### src/rtl/irq_combiner_pkg.sv
package irq_combiner_pkg;
  localparam int unsigned REG_AW = 4;
  localparam logic [REG_AW-1:0] OFS_ENABLE = 4'h0;
  localparam logic [REG_AW-1:0] OFS_STATUS = 4'h4;
endpackage

### src/rtl/irq_cfg_regs.sv
module irq_cfg_regs
  import irq_combiner_pkg::*;
#(
  parameter int unsigned W = 32
) (
  input  logic              clk,
  input  logic              rst,
  input  logic              wr,
  input  logic              rd,
  input  logic [REG_AW-1:0] addr,
  input  logic [W-1:0]      wdata,
  input  logic [W-1:0]      lines,
  output logic [W-1:0]      rdata,
  output logic [W-1:0]      enable
);
  logic [W-1:0] rd_mux;

  // Only a full-word write to the enable offset is stored.
  always_ff @(posedge clk) begin
    if (rst) begin
      enable <= '0;
    end else if (wr && addr == OFS_ENABLE) begin
      enable <= wdata;
    end
  end

  always_comb begin
    unique case (addr)
      OFS_ENABLE: rd_mux = enable;
      OFS_STATUS: rd_mux = lines;
      default:    rd_mux = '0;
    endcase
  end

  always_ff @(posedge clk) begin
    if (rst) begin
      rdata <= '0;
    end else if (rd) begin
      rdata <= rd_mux;
    end
  end
endmodule

### src/rtl/irq_group_or.sv
module irq_group_or #(
  parameter int unsigned     W       = 32,
  parameter int unsigned     NG      = 2,
  parameter logic [NG*W-1:0] MAPS    = '0,
  parameter logic [W-1:0]    FWD     = '0
) (
  input  logic          clk,
  input  logic          rst,
  input  logic [W-1:0]  lines,
  input  logic [W-1:0]  enable,
  output logic [NG-1:0] agg
);
  logic [W-1:0]  live;
  logic [NG-1:0] agg_d;

  // Forwarded positions are removed before any group sees them.
  assign live = lines & enable & ~FWD;

  for (genvar g = 0; g < NG; g++) begin : g_grp
    localparam logic [W-1:0] SEL = MAPS[g*W +: W];
    assign agg_d[g] = |(live & SEL);
  end

  always_ff @(posedge clk) begin
    if (rst) begin
      agg <= '0;
    end else begin
      agg <= agg_d;
    end
  end
endmodule

### src/rtl/irq_bypass.sv
module irq_bypass #(
  parameter int unsigned  W   = 32,
  parameter logic [W-1:0] FWD = '0
) (
  input  logic [W-1:0] lines,
  output logic [W-1:0] fwd
);
  for (genvar i = 0; i < W; i++) begin : g_lane
    if (FWD[i]) begin : g_on
      assign fwd[i] = lines[i];
    end else begin : g_off
      assign fwd[i] = 1'b0;
    end
  end
endmodule

### src/rtl/irq_combiner.sv
module irq_combiner
  import irq_combiner_pkg::*;
#(
  parameter int unsigned                   NUM_LINES = 32,
  parameter int unsigned                   NUM_OUTS  = 2,
  parameter logic [NUM_OUTS*NUM_LINES-1:0] MAP_MASKS = {32'h0000_0140, 32'h0000_0EB8},
  parameter logic [NUM_LINES-1:0]          FWD_MASK  = 32'h0000_0007
) (
  input  logic                 clk,
  input  logic                 rst,
  input  logic                 reg_wr,
  input  logic                 reg_rd,
  input  logic [REG_AW-1:0]    reg_addr,
  input  logic [NUM_LINES-1:0] reg_wdata,
  output logic [NUM_LINES-1:0] reg_rdata,
  input  logic [NUM_LINES-1:0] irq_lines,
  output logic [NUM_OUTS-1:0]  agg_irq_o,
  output logic [NUM_LINES-1:0] fwd_irq_o
);
  logic [NUM_LINES-1:0] enable_q;

  irq_cfg_regs #(.W(NUM_LINES)) u_regs (
    .clk    (clk),
    .rst    (rst),
    .wr     (reg_wr),
    .rd     (reg_rd),
    .addr   (reg_addr),
    .wdata  (reg_wdata),
    .lines  (irq_lines),
    .rdata  (reg_rdata),
    .enable (enable_q)
  );

  irq_group_or #(
    .W    (NUM_LINES),
    .NG   (NUM_OUTS),
    .MAPS (MAP_MASKS),
    .FWD  (FWD_MASK)
  ) u_groups (
    .clk    (clk),
    .rst    (rst),
    .lines  (irq_lines),
    .enable (enable_q),
    .agg    (agg_irq_o)
  );

  irq_bypass #(
    .W   (NUM_LINES),
    .FWD (FWD_MASK)
  ) u_bypass (
    .lines (irq_lines),
    .fwd   (fwd_irq_o)
  );
endmodule

### config.mk
export PLATFORM = sky130hd
export DESIGN_NAME = irq_combiner
export DESIGN_NICKNAME = d
export VERILOG_FILES = /design/src/rtl/irq_combiner_pkg.sv /design/src/rtl/irq_cfg_regs.sv /design/src/rtl/irq_group_or.sv /design/src/rtl/irq_bypass.sv /design/src/rtl/irq_combiner.sv
export SDC_FILE = /design/constraint.sdc
export NUM_CORES = 1
export LEC_CHECK = 0
export ABC_AREA = 1
export BUFFER_PORTS_ARGS = -buffer_cell sky130_fd_sc_hd__buf_2
export CORE_ASPECT_RATIO = 0.6
export CORE_MARGIN = 1
export CORE_UTILIZATION = 50
export CTS_BUF_LIST = sky130_fd_sc_hd__clkbuf_2 sky130_fd_sc_hd__clkbuf_4 sky130_fd_sc_hd__clkbuf_8
export DETAILED_ROUTE_END_ITERATION = 6
export GPL_ROUTABILITY_DRIVEN = 1
export PLACE_DENSITY = 0.82
export SLEW_MARGIN = 5
export SYNTH_ARGS = -nofsm -noshare
export SYNTH_HDL_FRONTEND = slang
export SYNTH_SLANG_ARGS = --single-unit
### constraint.sdc
create_clock -name clk -period 1.1 [get_ports clk]
set_input_delay 0.22 -clock clk [delete_from_list [all_inputs] [get_ports clk]]
set_output_delay 0.22 -clock clk [all_outputs]
set_load 0.01 [all_outputs]
==> results of run 1 <==
==> flip-flops by register name (all words and copies together), names as in the netlist <==
signal / count
u_groups.agg: 2
u_regs.enable: 32
u_regs.rdata: 32
==> timing repair <==
action	in CTS	in global routing
endpoints found under the setup margin	0	1
resized for setup	0	1
setup buffers	0	0
==> placed cells by master, fill, tap and decap left out, types with 2 or more instances in the layout <==
cell      instances
dfxtp_1          65
inv_1            66
buf_2           108
clkbuf_8         11
clkbuf_4          3
nor2_1          129
nor2_4            2
nand2_1         107
conb_1           29
buf_4             6
nand3_1          97
buf_12            8
==> per-layer routing <==
| metal | vias to the layer above | wire [µm] | part of all wire |
|---|---|---|---|
| li1 | 1751 | - | - |
| met3 | 14 | 601 | 0.070 |
| met5 | - | 0 | 0 |
| met4 | 0 | 106 | 0.012 |
| met1 | 1507 | 4070 | 0.48 |
| met2 | 127 | 3760 | 0.44 |
==> worst max path at each step <==
stage                                  startpoint  slack (ns)                             end  cells past startpoint
finish              u_regs.rdata[10]$_SDFFE_PP0P_        0.03                   reg_rdata[10]                      1
global route        u_regs.rdata[10]$_SDFFE_PP0P_      0.0004                   reg_rdata[10]                      1
CTS                 u_regs.rdata[10]$_SDFFE_PP0P_        0.02                   reg_rdata[10]                      1
detailed placement                    reg_addr[1]       -0.07   u_regs.enable[1]$_SDFFE_PP0P_                      6
global placement                      reg_addr[1]       -0.03  u_regs.enable[20]$_SDFFE_PP0P_                      6
floorplan                             reg_addr[1]        0.14   u_regs.rdata[25]$_SDFFE_PP0P_                      7
==> power by group through the flow <==
stage / combinational, W / clock, W / sequential [W]
floorplan: 0.000489 / 0 / 0.00261
global placement: 0.000747 / 0 / 0.00258
detailed placement: 0.000766 / 0 / 0.00258
CTS: 0.000770 / 0.00217 / 0.00253
global route: 0.000864 / 0.00230 / 0.00254
finish: 0.000774 / 0.00213 / 0.00253
==> area by class of cell <==
cell class / count / area, µm² / area share
repair buffers: 122 / 746 / 0.179
well taps: 84 / 105 / 0.0252
inverters: 66 / 248 / 0.0595
clock inverters: 2 / 35.0 / 0.00841
multi-input cells: 368 / 1540 / 0.369
flip-flops and latches: 66 / 1320 / 0.317
clock buffers: 14 / 174 / 0.0417
==> kinds of logic after synthesis <==
group	count (synthesis)	share of synthesized area
compound gates	1	0.00147
buf+inv	131	0.194
flops	66	0.388
simple gates	338	0.416
other cells	1	0.00110
==> metrics by stage <==
| stage | total power (W) | instances |
|---|---|---|
| 2_1_floorplan | 0.00310 | 565 |
| 3_3_place_gp | 0.00333 | 706 |
| 3_5_place_dp | 0.00335 | 706 |
| 4_1_cts | 0.00547 | 722 |
| 5_1_grt | 0.00570 | 722 |
| 6_report | 0.00544 | 722 |
==> results.toml, run 1 <==
[placed_design]
gp_congestion = 0.815
io_buffer_count = 108
placed_area_um2 = 3960
dp_slack_ns = -0.0652
dp_hpwl_um = 5930

[run]
cap_violations = 0

[worst_hold_path]
min_path_cells = 3
worstHoldStart = "reg_wdata[12]"
hold_end = "u_regs.enable[12]$_SDFFE_PP0P_"
hold_path_class = "primary input to register"

[sta]
finClkSkew_ns = 0.00524
fin_crit_ns = 1.07
worst_slack_ns = 0.0330
fmax_mhz = 937
final-setup-viol-count = 0
hold_violations = 0
timing.hold.ws_ns = 0.101
rsz0062_at_grt = "false"
tns_ns = 0
finalCritPeriodShare = 0.970
drv_slew = 0

[yosys]
synth_edf_count = 0
synthDominantCellAreaShare = 0.388
synth_most_common_cell = "nor2_1"
synth_top_area_cell = "dfxtp_1"
ys_seq_elements = 66
synth_area_um2 = 3410
synth_warnings = 0
syn_avg_cell_area_um2 = 6.35
synthArstFlopShare = 0
synth_commonest_cells = "nor2_1 (129), nand2_1 (107), nand3_1 (97)"
ys_top_cells_by_area = "dfxtp_1 (39%), nand3_1 (14%), nor2_1 (14%)"
synth_seq_area_share = 0.388
synth_flop_cell = "dfxtp_1"
ys_types = 15
syn_inst = 537

[power_and_ir_drop]
pwr-share-seq = 0.465
powerDensity_nw_per_um2 = 1310
leakage_nw = 2.41
p_sw_w = 0.00140
vdd_drop_max_v = 0.000724
clockPowerShare = 0.393
combPwrFrac = 0.142
swShare = 0.258
p_int_w = 0.00404

[clock_tree]
cts_buffers = 9
clk_pin_slew_ns = 0.07
cts_sinks = 66
clk_path_buf_depth = 2
root_buffer = "clkbuf_8"
clk_latency_ns = 0.34
cts.htree.levels = 3
cts_tree = "yes"
holdBufCountCts = 0

[run_status]
run_status = "finished clean"

[global_routing]
use_met3 = 0.0690
grt_start_max_net_pins = 39
grt-ovfl-total = 0
antenna_found_initial = 0
met1_usage = 0.329
grt.busiest_layer = "met2"
grt_use_met2 = 0.407
grt_pass1_vias = 3067
grt_pass1_wl_um = 14100
track_usage = 0.255

[die]
ios = 138
die_h_um = 66.0
coreArea_um2 = 6330
die-width_um = 109
die-area_um2 = 7160
start_util = 0.538
num_rows = 22

[layout]
utilization = 0.658
syn_to_final_growth_pct = 22.2
layout-drive-gt1-share = 0.224
stdcell_area_um2 = 4170
fillers = 576
final_nets = 705
diodes = 0

[route]
post_drt_via_cell_ratio = 4.71
first_iter_violations = 251
drc = 0
firstDrtPassIters = 4
vias = 3399
wire_per_inst_um = 11.8
ant_nets = 0
drt-total-wl_um = 8540

[setup_path]
r2r-end = "u_groups.agg[0]$_SDFF_PP0_"
critPathKind = "register to primary output"
cp.buffers_inverters = 1
critical_path_arrival_ns = 0.85
cpPeakStageDelay_ns = 0.37
cp_max_fo = 2
path_delay_family = "flip-flops"
worstSetupStartpointType = "register"
crit_required_ns = 0.88
r2r_cells = 4
slowest_stage = "dfxtp_1"
crit-reg2reg-launch = "u_regs.enable[9]$_SDFFE_PP0P_"
cp-end-kind = "primary output"
cp_cell_sequence = "buf_2"
reg2reg_slack_ns = 0.29
Power figures use the tool's default switching activity.
==> run 2: changes to the inputs <==
Settings changed: CORE_ASPECT_RATIO 0.6 to not set, CTS_BUF_LIST sky130_fd_sc_hd__clkbuf_2 sky130_fd_sc_hd__clkbuf_4 sky130_fd_sc_hd__clkbuf_8 to sky130_fd_sc_hd__clkbuf_8.
==> run 2 against run 1 <==
The run now ends with DRC left; global-route usage down 2.2 points; critical path depth unchanged; worst setup slack improved by 0.013 ns; routed wire length down 3.9%; first-iteration DRC count shrank 37%; design area fell by 0.39%; via count up 2.1%; non-clock buffer count rose by 3; critical path type unchanged; maximum frequency is 1.3% higher; largest cell class unchanged; clock-buffer cell count shrank 2; utilization down 1.6 points; total power fell by 0.62%.
==> results.toml, run 2 (same netlist as run 1, synthesis figures left out) <==
[layout]
syn_to_final_growth_pct = 21.8
final_common_cell = "nor2_1"
final_cell_mix = "nor2_1 (129), buf_2 (108), nand2_1 (107)"
stdcell_area_um2 = 4150
diodes = 0
final_nets = 708
layout-drive-gt1-share = 0.225
utilization = 0.643
top_regs = "u_regs.enable x32, u_regs.rdata x32, u_groups.agg x2"

[sta]
fmax_mhz = 949
finClkSkew_ns = 0.00685
finalCritPeriodShare = 0.958
hold_violations = 0
rsz0062_at_grt = "false"
drv_slew = 0
worst_slack_ns = 0.0465
fin_crit_ns = 1.05
final-setup-viol-count = 0
tns_ns = 0

[power_and_ir_drop]
vdd_drop_max_v = 0.000637
leakage_nw = 2.41
powerDensity_nw_per_um2 = 1300

[die]
die-area_um2 = 7150
coreArea_um2 = 6460
die-width_um = 84.6
die_h_um = 84.6
num_rows = 29
start_util = 0.528
ios = 138

[run_status]
violations = "DRC"
run_status = "finished with violations"

[placed_design]
io_buffer_count = 108
placed_area_um2 = 3950
gp_congestion = 0.820
dp_slack_ns = -0.0468
dp_hpwl_um = 5840

[global_routing]
grt_use_met2 = 0.392
grt-ovfl-total = 0
met1_usage = 0.291
track_usage = 0.234
grt_pass1_vias = 2977
grt.busiest_layer = "met2"
use_met3 = 0.0501
antenna_found_initial = 0
grt_pass1_wl_um = 13300
grt_start_max_net_pins = 37

[setup_path]
critPathKind = "register to primary output"
r2r-end = "u_groups.agg[0]$_SDFF_PP0_"
crit_required_ns = 0.88
slowest_stage = "dfxtp_1"
cpPeakStageDelay_ns = 0.35
cp-end-kind = "primary output"
r2r_cells = 4
cp_max_fo = 2
cp.buffers_inverters = 1
path_delay_family = "flip-flops"
cp_cell_sequence = "buf_2"
crit-reg2reg-launch = "u_regs.enable[4]$_SDFFE_PP0P_"
reg2reg_slack_ns = 0.30
worstSetupStartpointType = "register"
critical_path_arrival_ns = 0.83

[clock_tree]
cts_tree = "yes"
cts_buffers = 9
root_buffer = "clkbuf_8"
post_cts_buffers = 0
cts.htree.levels = 3
clk_pin_slew_ns = 0.07
cts_sinks = 66
clk_latency_ns = 0.34
clk_path_buf_depth = 2

[route]
vias = 3469
firstDrtPassIters = 7
drt-total-wl_um = 8210
wire_per_inst_um = 11.4
ant_nets = 0
post_drt_via_cell_ratio = 4.84
first_iter_violations = 158
drc = 18

[run]
cap_violations = 0

[worst_hold_path]
worstHoldStart = "reg_wdata[13]"
hold_end = "u_regs.enable[13]$_SDFFE_PP0P_"
min_path_cells = 3
hold_path_class = "primary input to register"
-- run 2: cell types whose count changed in the layout (fill, tap and decap cells not counted) --
cell      change
inv_1         +1
clkbuf_8      +1
clkbuf_4      -3
buf_4         +5
buf_12        -2
-- run 2: metrics by stage --
step / hold slack [ns] / total power (W) / cells
final: 0.104 / 0.00540 / 717
after global routing: 0.0981 / 0.00563 / 717
after CTS: 0.0908 / 0.00544 / 717
after detailed placement: 0.451 / 0.00334 / 702
after global placement: 0.444 / 0.00332 / 702
after floorplan: 0.355 / 0.00310 / 565
-- run 2: timing repair --
| item | CTS | global route |
|---|---|---|
| hold buffers | 0 | 0 |
| resized for setup | 0 | 1 |
| setup endpoints to repair | 0 | 1 |
-- run 2: worst max-delay path by stage --
stage | depth (start not counted) | end | from | slack [ns]
floorplan | 7 | u_regs.rdata[25]$_SDFFE_PP0P_ | reg_addr[1] | 0.14
global placement | 6 | u_regs.enable[8]$_SDFFE_PP0P_ | reg_addr[1] | -0.006
detailed placement | 6 | u_regs.enable[24]$_SDFFE_PP0P_ | reg_addr[1] | -0.05
CTS | 1 | reg_rdata[20] | u_regs.rdata[20]$_SDFFE_PP0P_ | 0.02
global route | 1 | reg_rdata[24] | u_regs.rdata[24]$_SDFFE_PP0P_ | 0.02
finish | 1 | reg_rdata[9] | u_regs.rdata[9]$_SDFFE_PP0P_ | 0.05
-- run 2: layout make-up --
| type | count | area, µm² |
|---|---|---|
| fillers | 609 | 2310 |
| multi-input cells | 368 | 1540 |
| flip-flops and latches | 66 | 1320 |
| repair buffers | 125 | 743 |
| inverters | 66 | 248 |
| clock buffers | 12 | 165 |
| well taps | 77 | 96.3 |
| clock inverters | 3 | 38.8 |
-- run 2: per-layer routing --
layer  routed length (µm)  vias up
met4                  127        0
met2                 3860      176
met5                    0        -
li1                     -     1753
met3                  703       12
met1                 3510     1528
-- run 2: report_power, final --
| part | leakage [nW] | total [W] | switching (W) | internal, W |
|---|---|---|---|---|
| sequential | 0.539 | 0.00253 | 0.0000467 | 0.00248 |
| combinational | 1.76 | 0.000765 | 0.000455 | 0.000310 |
| clock | 0.110 | 0.00211 | 0.000903 | 0.00121 |
| total | 2.41 | 0.00540 | 0.00140 | 0.00400 |
